==> config.mk <==
export PLATFORM = sky130hd
export DESIGN_NAME = mcyc_core
export DESIGN_NICKNAME = d
export VERILOG_FILES = /design/src/rtl/mcyc_pkg.sv /design/src/rtl/mcyc_adder.sv /design/src/rtl/mcyc_regfile.sv /design/src/rtl/mcyc_seq.sv /design/src/rtl/mcyc_core.sv
export SDC_FILE = /design/constraint.sdc
export NUM_CORES = 2
export LEC_CHECK = 0
export BUFFER_PORTS_ARGS = -buffer_cell sky130_fd_sc_hd__buf_2
export CAP_MARGIN = 20
export CORE_UTILIZATION = 60
export CTS_CLUSTER_DIAMETER = 200
export DETAILED_ROUTE_END_ITERATION = 6
export PLACE_DENSITY = 0.82
export SLEW_MARGIN = 20
export SYNTH_ARGS = -nofsm -noshare
export SYNTH_HDL_FRONTEND = slang
export SYNTH_HIERARCHICAL = 1
export SYNTH_SLANG_ARGS = --single-unit
==> constraint.sdc <==
create_clock -name clk -period 6.1 [get_ports clk]
set_clock_uncertainty 0.15 [all_clocks]
set_input_delay 0.61 -clock clk [delete_from_list [all_inputs] [get_ports clk]]
set_output_delay 0.61 -clock clk [all_outputs]
set_load 0.05 [all_outputs]
==> src/rtl/mcyc_pkg.sv <==
package mcyc_pkg;

   typedef enum logic [2:0] {
      S_FETCH  = 3'd0,
      S_DECODE = 3'd1,
      S_FETCH2 = 3'd2,
      S_OPRD   = 3'd3,
      S_OPRD2  = 3'd4,
      S_OPWR   = 3'd5,
      S_HALT   = 3'd6
   } mc_state_e;

   localparam logic [7:0] OP_LOAD  = 8'h01;
   localparam logic [7:0] OP_STORE = 8'h02;
   localparam logic [7:0] OP_SWAP  = 8'h03;
   localparam logic [7:0] OP_ADDM  = 8'h04;
   localparam logic [7:0] OP_ADDMM = 8'h05;

endpackage

==> src/rtl/mcyc_adder.sv <==
module mcyc_adder #(
   parameter int W = 32
) (
   input  logic [W-1:0] a_i,
   input  logic [W-1:0] b_i,
   output logic [W-1:0] y_o
);
   if (W < 1) begin : g_bad_w
      $error("mcyc_adder: W must be positive");
   end

   assign y_o = a_i + b_i;
endmodule

==> src/rtl/mcyc_regfile.sv <==
module mcyc_regfile #(
   parameter int DATA_W = 32,
   parameter int NREGS  = 16,
   localparam int AW    = $clog2(NREGS)
) (
   input  logic              clk,
   input  logic              rst_n,
   input  logic [AW-1:0]     rx_addr,
   input  logic [AW-1:0]     ry_addr,
   output logic [DATA_W-1:0] rx_data,
   output logic [DATA_W-1:0] ry_data,
   input  logic              wr_en,
   input  logic [AW-1:0]     wr_addr,
   input  logic [DATA_W-1:0] wr_data
);
   if (NREGS < 2 || NREGS > 16 || (NREGS & (NREGS - 1)) != 0) begin : g_bad_n
      $error("mcyc_regfile: NREGS must be a power of two from 2 to 16");
   end

   logic [DATA_W-1:0] regs [NREGS];

   for (genvar i = 0; i < NREGS; i++) begin : g_reg
      if (i == 0) begin : g_zero
         assign regs[i] = '0;
      end else begin : g_flop
         logic [DATA_W-1:0] q;
         always_ff @(posedge clk or negedge rst_n) begin
            if (!rst_n)
               q <= '0;
            else if (wr_en && wr_addr == AW'(i))
               q <= wr_data;
         end
         assign regs[i] = q;
      end
   end

   assign rx_data = regs[rx_addr];
   assign ry_data = regs[ry_addr];

   // the zero entry never returns a nonzero value, even after a write to it
   p_zero_reg_r4: assert property (@(posedge clk) disable iff (!rst_n)
      (wr_en && wr_addr == '0) |=> (rx_addr != '0 || rx_data == '0));
endmodule

==> src/rtl/mcyc_seq.sv <==
module mcyc_seq
   import mcyc_pkg::*;
#(
   parameter int MEM_CYCLES = 2,
   localparam int CW        = (MEM_CYCLES > 1) ? $clog2(MEM_CYCLES) : 1
) (
   input  logic       clk,
   input  logic       rst_n,
   input  logic [7:0] opcode,
   output mc_state_e  state_o,
   output logic       step_done,
   output logic       halted
);
   if (MEM_CYCLES < 1) begin : g_bad_mc
      $error("mcyc_seq: MEM_CYCLES must be at least 1");
   end

   mc_state_e state_q, state_d;
   logic [CW-1:0] cnt_q;
   logic in_mem;

   assign in_mem    = state_q inside {S_FETCH, S_FETCH2, S_OPRD, S_OPRD2, S_OPWR};
   assign step_done = in_mem && (cnt_q == CW'(MEM_CYCLES - 1));

   always_ff @(posedge clk or negedge rst_n) begin
      if (!rst_n)
         cnt_q <= '0;
      else if (step_done)
         cnt_q <= '0;
      else if (in_mem)
         cnt_q <= cnt_q + CW'(1);
   end

   always_comb begin
      state_d = state_q;
      case (state_q)
         S_FETCH:  if (step_done) state_d = S_DECODE;
         S_DECODE: begin
            case (opcode)
               OP_LOAD, OP_ADDMM: state_d = S_OPRD;
               OP_STORE:          state_d = S_OPWR;
               OP_SWAP, OP_ADDM:  state_d = S_FETCH2;
               default:           state_d = S_HALT;
            endcase
         end
         S_FETCH2: if (step_done) state_d = S_OPRD;
         S_OPRD: begin
            if (step_done) begin
               if (opcode == OP_ADDMM)     state_d = S_OPRD2;
               else if (opcode == OP_SWAP) state_d = S_OPWR;
               else                        state_d = S_FETCH;
            end
         end
         S_OPRD2:  if (step_done) state_d = S_OPWR;
         S_OPWR:   if (step_done) state_d = S_FETCH;
         S_HALT:   state_d = S_HALT;
         default:  state_d = S_HALT;
      endcase
   end

   always_ff @(posedge clk or negedge rst_n) begin
      if (!rst_n)
         state_q <= S_FETCH;
      else
         state_q <= state_d;
   end

   assign state_o = state_q;
   assign halted  = (state_q == S_HALT);

   // once stopped, the sequencer stays stopped
   p_halt_sticky_r10: assert property (@(posedge clk) disable iff (!rst_n)
      halted |=> halted);
   // decode lasts a single cycle
   p_decode_once_r3: assert property (@(posedge clk) disable iff (!rst_n)
      (state_q == S_DECODE) |=> (state_q != S_DECODE));
endmodule

==> src/rtl/mcyc_core.sv <==
module mcyc_core
   import mcyc_pkg::*;
#(
   parameter int DATA_W     = 32,
   parameter int NREGS      = 16,
   parameter int MEM_CYCLES = 2,
   localparam int AW        = $clog2(NREGS),
   localparam int DISP_W    = 16,
   localparam logic [DATA_W-1:0] PC_STEP = DATA_W'(DATA_W / 8)
) (
   input  logic              clk,
   input  logic              rst_n,
   output logic [DATA_W-1:0] mem_addr,
   output logic [DATA_W-1:0] mem_wdata,
   input  logic [DATA_W-1:0] mem_rdata,
   output logic              mem_rd,
   output logic              mem_wr,
   output logic              halted
);
   if (DATA_W != 32) begin : g_bad_dw
      $error("mcyc_core: the instruction layout needs DATA_W of 32");
   end

   mc_state_e state;
   logic      step_done;

   logic [DATA_W-1:0] pc_q, ir_q, mar_q, mdr_q, tmp_q;
   logic [7:0]        opcode;
   logic [AW-1:0]     fx, fy;
   logic [DATA_W-1:0] disp_x;
   logic [DATA_W-1:0] rx_data, ry_data;
   logic [DATA_W-1:0] add_a, add_b, add_y;
   logic              rf_we;
   logic [DATA_W-1:0] rf_wd;

   assign opcode = ir_q[31:24];
   assign fx     = ir_q[20 +: AW];
   assign fy     = ir_q[16 +: AW];
   assign disp_x = {{(DATA_W - DISP_W){ir_q[DISP_W-1]}}, ir_q[DISP_W-1:0]};

   mcyc_seq #(.MEM_CYCLES(MEM_CYCLES)) u_seq (
      .clk       (clk),
      .rst_n     (rst_n),
      .opcode    (opcode),
      .state_o   (state),
      .step_done (step_done),
      .halted    (halted)
   );

   mcyc_regfile #(.DATA_W(DATA_W), .NREGS(NREGS)) u_rf (
      .clk     (clk),
      .rst_n   (rst_n),
      .rx_addr (fx),
      .ry_addr (fy),
      .rx_data (rx_data),
      .ry_data (ry_data),
      .wr_en   (rf_we),
      .wr_addr (fx),
      .wr_data (rf_wd)
   );

   // one shared adder, operands chosen by the current step
   always_comb begin
      case (state)
         S_FETCH, S_FETCH2: begin add_a = pc_q;    add_b = PC_STEP;   end
         S_DECODE:          begin add_a = ry_data; add_b = disp_x;    end
         S_OPRD:            begin add_a = rx_data; add_b = mem_rdata; end
         S_OPRD2:           begin add_a = tmp_q;   add_b = mem_rdata; end
         default:           begin add_a = '0;      add_b = '0;        end
      endcase
   end

   mcyc_adder #(.W(DATA_W)) u_add (
      .a_i (add_a),
      .b_i (add_b),
      .y_o (add_y)
   );

   // memory port, driven only from registered state
   assign mem_addr  = (state == S_FETCH || state == S_FETCH2) ? pc_q : mar_q;
   assign mem_rd    = state inside {S_FETCH, S_FETCH2, S_OPRD, S_OPRD2};
   assign mem_wr    = (state == S_OPWR);
   assign mem_wdata = mdr_q;

   // register write-back
   always_comb begin
      rf_we = 1'b0;
      rf_wd = mem_rdata;
      if (step_done && state == S_OPRD && (opcode == OP_LOAD || opcode == OP_ADDM)) begin
         rf_we = 1'b1;
         rf_wd = (opcode == OP_ADDM) ? add_y : mem_rdata;
      end else if (step_done && state == S_OPWR && opcode == OP_SWAP) begin
         rf_we = 1'b1;
         rf_wd = tmp_q;
      end
   end

   always_ff @(posedge clk or negedge rst_n) begin
      if (!rst_n) begin
         pc_q  <= '0;
         ir_q  <= '0;
         mar_q <= '0;
         mdr_q <= '0;
         tmp_q <= '0;
      end else begin
         case (state)
            S_FETCH: if (step_done) begin
               ir_q <= mem_rdata;
               pc_q <= add_y;
            end
            S_DECODE: begin
               case (opcode)
                  OP_LOAD:  mar_q <= ry_data;
                  OP_STORE: begin mar_q <= add_y; mdr_q <= rx_data; end
                  OP_ADDMM: mar_q <= rx_data;
                  default:  ;
               endcase
            end
            S_FETCH2: if (step_done) begin
               mar_q <= mem_rdata;
               pc_q  <= add_y;
            end
            S_OPRD: if (step_done) begin
               tmp_q <= mem_rdata;
               if (opcode == OP_SWAP)  mdr_q <= rx_data;
               if (opcode == OP_ADDMM) mar_q <= ry_data;
            end
            S_OPRD2: if (step_done) begin
               mdr_q <= add_y;
               mar_q <= rx_data;
            end
            default: ;
         endcase
      end
   end

   // an unfinished read keeps its strobe and address
   p_rd_hold_r2: assert property (@(posedge clk) disable iff (!rst_n)
      (mem_rd && !step_done) |=> (mem_rd && $stable(mem_addr)));
   // an unfinished write keeps strobe, address and data
   p_wr_hold_r2: assert property (@(posedge clk) disable iff (!rst_n)
      (mem_wr && !step_done) |=> (mem_wr && $stable(mem_addr) && $stable(mem_wdata)));
   // never read and write at once
   p_rd_wr_excl_r2: assert property (@(posedge clk) disable iff (!rst_n)
      !(mem_rd && mem_wr));
   // a stopped core leaves the port idle
   p_halt_quiet_r10: assert property (@(posedge clk) disable iff (!rst_n)
      halted |-> (!mem_rd && !mem_wr));
   // a completed fetch advances the program counter by one word
   p_pc_step_r3: assert property (@(posedge clk) disable iff (!rst_n)
      (state == S_FETCH && step_done) |=> (pc_q == $past(pc_q) + PC_STEP));
endmodule

## Word-level counts from Yosys, hierarchy flattened

Index checks and enable logic that the tools add are counted.

| storage, ports and cells | value |
|---|---|
| output and inout bits | 67 |
| register bits after elaboration | 644 |
| bits in writable memories | 0 |
| logic and storage cells | 137 |
| memories | 0 |
| memory bits (read-only) | 0 |
| latch bits | 0 |

| cells by class | value |
|---|---|
| bitwise operators | 2 |
| reductions and logical operators | 38 |
| $lt $le $gt $ge | 2 |
| muxes and demuxes | 36 |
| shift operators | 0 |
| multiply operators | 0 |
| add/subtract/negate cells | 2 |
| divide/modulo/power cells | 0 |
| eq/ne operators | 35 |

Operator list:

| operator | number |
|---|---|
| 32-bit two-way mux | 16 |
| 32-bit one-hot mux with 3 select lines | 3 |
| 32-bit binary-select mux with 4-bit select | 2 |
| 32-bit one-hot mux with 4 select lines | 2 |
| 32-bit adder | 1 |
| 4-bit equality test, second input constant | 8 |
| 3-bit two-way mux | 7 |
| 1-bit logical AND | 20 |
| 3-bit one-hot mux with 6 select lines | 1 |
| 4-bit by 3-bit equality test with 1-bit output, second input constant | 4 |
| 8-bit by 2-bit equality test with 1-bit output, second input constant | 2 |
| 8-bit by 3-bit equality test with 1-bit output, second input constant | 2 |
| 5-bit >= comparator, second input constant | 2 |
| 4-bit NOT with 5-bit output | 2 |
| 5-bit AND reduction | 2 |
| 3-bit equality test, second input constant | 3 |
| 3-bit one-hot mux with 3 select lines | 1 |
| 4-bit by 2-bit equality test with 1-bit output, second input constant | 2 |
| 8-bit by 1-bit equality test with 1-bit output, second input constant | 1 |
| 2-bit by 1-bit inequality test with 1-bit output, second input constant | 4 |
| 2-bit inequality test, second input constant | 4 |
| 4-bit nonzero test | 2 |
| 2-bit OR reduction | 4 |
| 3-bit by 2-bit equality test with 1-bit output, second input constant | 2 |
| 12 further kinds | 18 |

## Longest topological paths before layout

| logic depth | value |
|---|---|
| depth in word-level cells | 8 |
| mapped depth | 23 |

## Cells and area by module

The synthesis kept the hierarchy.

By module, submodules not included:

| module | cells an instance | area an instance (sq um) | instances |
|---|---|---|---|
| mcyc_regfile | 1715 | 25620.8 | 1 |
| mcyc_core | 1105 | 9569.2 | 1 |
| mcyc_adder | 241 | 1744.2 | 1 |
| mcyc_seq | 38 | 296.5 | 1 |

## Least setup slack after synthesis

OpenSTA, ideal clock, no wires.

| path | value |
|---|---|
| kind | register -> register |
| from | reg ir_q[21] |
| to | reg u_rf.g_reg[3].g_flop.q[26] |
| buffers on the path | 4 |
| slack | 0.980 ns |
| stages on the path, launching flop included | 21 |
| arrival | 4.905 ns |
| required time | 5.885 ns |
| library setup time | 0.065 ns |
| cell sequence | dfrtp_1 > buf_2 > buf_2 > buf_2 > mux4_2 > mux4_2 > a22oi_1 > nand3_1 > ha_1 > fa_1 > a21o_1 > a31o_2 > nand3_1 > o221ai_1 > a311oi_1 > o21bai_1 > xor2_1 > o22ai_1 > a21oi_1 > clkbuf_1 > mux2_2 |

| between the ends | value |
|---|---|
| cells in the longest elaborated chain, start to end | 8 |
| elaborated cells on any way between the ends | 10 |

RTL lines:

| element | RTL line | source |
|---|---|---|
| start, declared | mcyc_core.sv:27 | `logic [DATA_W-1:0] pc_q, ir_q, mar_q, mdr_q, tmp_q;` |
| start signal, assigned | mcyc_core.sv:108 | `ir_q <= mem_rdata;` |
| 4-bit NOT with 5-bit output (not written as such) | mcyc_regfile.sv:37 | `assign rx_data = regs[rx_addr];` |
| 32-bit binary-select mux with 4-bit select | mcyc_regfile.sv:37 |  |
| 32-bit two-way mux (not written as such) (2 in series) | mcyc_regfile.sv:37 |  |
| via rx_data[0] | mcyc_core.sv:31 | `logic [DATA_W-1:0] rx_data, ry_data;` |
| 32-bit one-hot mux with 4 select lines | mcyc_core.sv:64 | `case (state)` |
| via add_a[0] | mcyc_core.sv:32 | `logic [DATA_W-1:0] add_a, add_b, add_y;` |
| 32-bit adder | mcyc_adder.sv:12 | `assign y_o = a_i + b_i;` |
| via add_y[26] | mcyc_core.sv:32 |  |
| 32-bit two-way mux | mcyc_core.sv:91 | `rf_wd = (opcode == OP_ADDM) ? add_y : mem_rdata;` |
| 32-bit two-way mux | mcyc_core.sv:89 | `if (step_done && state == S_OPRD && (opcode == OP_LOAD \|\| opcode == OP_ADDM)) begin` |
| via rf_wd[26] | mcyc_core.sv:34 | `logic [DATA_W-1:0] rf_wd;` |
| end signal, assigned | mcyc_regfile.sv:31 | `q <= wr_data;` |
| end, declared | mcyc_regfile.sv:26 | `logic [DATA_W-1:0] q;` |

The timed path passes the listed nets, and every way through them passes these cells. The select of a mux whose other input is x is not followed.
A chain may end at the register's enable or synchronous reset.

## Worst setup path in the final report

| path | value |
|---|---|
| from | reg ir_q[21] |
| to | reg u_rf.g_reg[11].g_flop.q[26] |

| between the ends | value |
|---|---|
| cells in the longest elaborated chain, start to end | 8 |
| elaborated cells on any way between the ends | 10 |

RTL lines:

| element | RTL line |
|---|---|
| 4-bit NOT with 5-bit output (not written as such) | mcyc_regfile.sv:37 |
| 32-bit binary-select mux with 4-bit select | mcyc_regfile.sv:37 |
| 32-bit two-way mux (not written as such) (2 in series) | mcyc_regfile.sv:37 |
| via rx_data[21] | mcyc_core.sv:31 |
| 32-bit one-hot mux with 4 select lines | mcyc_core.sv:64 |
| via add_a[21] | mcyc_core.sv:32 |
| 32-bit adder | mcyc_adder.sv:12 |
| via add_y[26] | mcyc_core.sv:32 |
| 32-bit two-way mux | mcyc_core.sv:91 |
| 32-bit two-way mux | mcyc_core.sv:89 |
| via rf_wd[26] | mcyc_core.sv:34 |
| end signal, assigned | mcyc_regfile.sv:31 |
| end, declared | mcyc_regfile.sv:26 |

The timed path passes the listed nets, and every way through them passes these cells. The select of a mux whose other input is x is not followed.

==> out/summary.txt <==
Status = complete, but fails checks
Failing checks = DRC
Hold Fails Final Rpt = 0
Worst IR Drop VDD = 212 µV
GRT overflow = 0
CTS root buffer = clkbuf_16
RSZ-0062 raised after global routing = false
Slew Viols, Final = 0
Core Region = 0.0608 mm²
Number of synthesized flops with an enable pin = 0
CP Capture Type = flip-flop
CP arrival = 6.44 ns
Vias = 29.2k
PD cells = 223 mW/mm²
Crit Reg-Reg Startpoint = ir_q[21]
Antenna cells = 0
Worst-path fanout max = 22
Max_cap viols = 0
HP Class = in2reg
Tmin final = 6.03 ns
Wirelength per Cell = 30.2 µm
DPL Wire Length = 75.4 mm
Final setup TNS = 0 ns
DIE HEIGHT = 251 µm
Worst setup SP type = flip-flop
H-tree depth = 3
Wirelength, routed = 120 mm
Mean Syn Cell Area = 12.0 µm²
Starting density of the core = 61.2%
Vias in the first global route = 29.7k
Layout cells sized above 1 = 38.4%
CP required = 6.51 ns
Register area share after synthesis = 43.3%
Site Rows = 90
Worst Path Class, Setup = reg2reg
Synth top area share = 43.3%
Top FF cell, synth = dfrtp_1
Min-delay src = mem_rdata[1]
IO Count = 101
Final core occ = 68.1%
Clock slew at reported path FFs = 0.06 ns
Avg Vias per Cell = 7.32
Synthesized area = 0.0372 mm²
Die X-Extent = 251 µm
Nets = 3216
Port Buffer Count = 100
Leak Pwr = 19.8 nW
Worst-Margin Slew = 1.03 ns
Synth Net Count = 3165
Max Fclk = 0.166 GHz
Slew headroom = 30.5%
Drc violations = 3
Drt initial violations = 3659
Initial antenna violation count = 2
Global-route wire length before repair = 182 mm
Cts bufs inserted = 69
PostCTS Resize Cnt = 0
GRT Total Usage = 38.2%
Clk sink count = 644
Area after DPL = 0.0391 mm²
Period utilization = 98.9%
Top cell type by total area after synthesis = dfrtp_1
Commonest cells after routing, fill and taps aside = dfrtp_1, mux2_2, nand2_1
Router iterations before antenna repair = 7
Routability cong. = 0.951
Clk buf depth = 3
Asr flop ratio synth = 100%
Ys Warns = 6
CTS tree = built
Main area contributors after synthesis = dfrtp_1, mux2_2, mux4_2
Commonest non-fill, non-tap cell in the layout = dfrtp_1
Worst hold margin = 0.121 ns
Final Instance Area = 0.0414 mm²
Worst skew pair latency = 0.63 ns
Yosys reg bits = 644
Synth-to-layout area growth = 11.3%
Total Die Area = 0.0631 mm²
Mapped Cells = 3099
Largest net degree at the start of global routing = 157
CP startpoint = ir_q[21]
DRT antenna net count = 0
Finish-stage setup viols = 0
Post-synthesis cell type count = 76
==> state kept, by name (all words and copies together), names as in the netlist <==
name,flops
ir_q,32
u_seq/cnt_q,1
pc_q,32
u_seq/state_o,3
u_rf/g.g_flop.q,480
mem_wdata,32
mar_q,32
tmp_q,32
==> critical path: stages (launching register included) <==
cell and delay [ns]:
dfrtp_4 0.68, nor2b_4 0.83, buf_4 0.36, a22o_1 0.19, mux4_2 0.39, a22oi_1 0.13, nand3_1 0.12, ha_1 0.34
a211oi_1 0.24, o21ai_0 0.17, o311ai_1 0.46, o21ai_0 0.20, a311oi_1 0.40, o21bai_1 0.12, xor2_1 0.20, o22ai_1 0.12
a21oi_1 0.36, buf_4 0.30, mux2_2 0.19
==> layer usage <==
layer	up-vias	track usage, %	wire [µm]
met5	-	0	20
met4	2	20.5	6610
li1	11800	-	-
met2	2190	57.5	53500
met1	14700	50.0	44000
met3	510	11.5	15900
==> where the power goes <==
| part | leakage, nW | switching (W) | total, W | internal [W] |
|---|---|---|---|---|
| Sequential | 8.40 | 0.0000407 | 0.00433 | 0.00429 |
| Clock | 1.09 | 0.00178 | 0.00424 | 0.00246 |
| Combinational | 10.3 | 0.000455 | 0.000665 | 0.000210 |
| Total | 19.8 | 0.00227 | 0.00923 | 0.00696 |
==> final cells by class <==
type / instances / area [µm²]
Sequential cell: 644 / 16100
Clock buffer: 102 / 2010
Fill cell: 4039 / 19400
Timing Repair Buffer: 270 / 2110
Tap cell: 782 / 978
Clock inverter: 19 / 239
Inverter: 47 / 176
Multi-Input combinational cell: 2118 / 19800
==> logic make-up after synthesis <==
logic type                 Yosys count  share of synthesized area (%)
muxes                              926                           32.9
adders and majority gates           32                           1.10
AOI/OAI and AO/OA                  617                           11.9
buffers and inverters              337                           4.06
and+or+nand+nor                    513                           6.01
xor gates and xnor gates            30                          0.706
DFF                                644                           43.3
==> cell usage after synthesis (4+ instances only) <==
| cell type | number |
|---|---|
| a31oi_1 | 7 |
| nand3b_1 | 8 |
| a211oi_1 | 5 |
| o21ai_0 | 101 |
| or3_1 | 5 |
| a22o_1 | 88 |
| inv_1 | 46 |
| nor2b_1 | 6 |
| a22oi_1 | 32 |
| nor2_1 | 32 |
| clkbuf_1 | 172 |
| or2_2 | 5 |
| buf_2 | 75 |
| a21o_1 | 36 |
| a221oi_1 | 101 |
| buf_6 | 12 |
| a21oi_1 | 72 |
| mux4_2 | 165 |
| o21bai_1 | 5 |
| o21ai_1 | 18 |
| dfrtp_1 | 644 |
| mux2_4 | 30 |
| xor2_1 | 16 |
| mux2_2 | 599 |
| o31ai_1 | 31 |
| ha_1 | 31 |
| nor3_1 | 7 |
| buf_4 | 17 |
| nand2_1 | 350 |
| mux2i_1 | 122 |
| buf_1 | 14 |
| nand3_1 | 46 |
| a221o_1 | 23 |
| nor3b_1 | 4 |
| mux2_1 | 10 |
| o211ai_1 | 5 |
| xnor2_1 | 14 |
| and3_1 | 4 |
| nand2b_1 | 18 |
| nand4_1 | 9 |
| o22ai_1 | 66 |
==> stage by stage <==
step / total power, W / worst slack [ns] / instances
floorplan: 0.00473 / 0.980 / 3099
global placement: 0.00502 / 0.325 / 3856
detailed placement: 0.00504 / 0.155 / 3856
CTS: 0.00922 / 0.0862 / 3978
global route: 0.00943 / 0.0217 / 3982
finish: 0.00923 / 0.0684 / 3982
==> timing repair <==
item                                    4_1_cts  5_1_grt
endpoints found under the hold margin        81        0
setup buffers                                 0        4
hold buffers                                  1        0
endpoints found under the setup margin        0       15
==> final timing paths <==
| path | endpoint | depth (start not counted) | slack (ns) |
|---|---|---|---|
| min in group asynchronous | mem_wdata[6] | 2 | 0.44 |
| min reg2reg | mar_q[31] | 2 | 0.33 |
| max in group asynchronous | u_rf/g_reg[4].g_flop.q[7] | 3 | 3.97 |
| max reg2reg | u_rf/g_reg[11].g_flop.q[26] | 18 | 0.07 |
| max | u_rf/g_reg[11].g_flop.q[26] | 18 | 0.07 |
| min | ir_q[1] | 2 | 0.12 |
(Power assumes the default switching activity.)
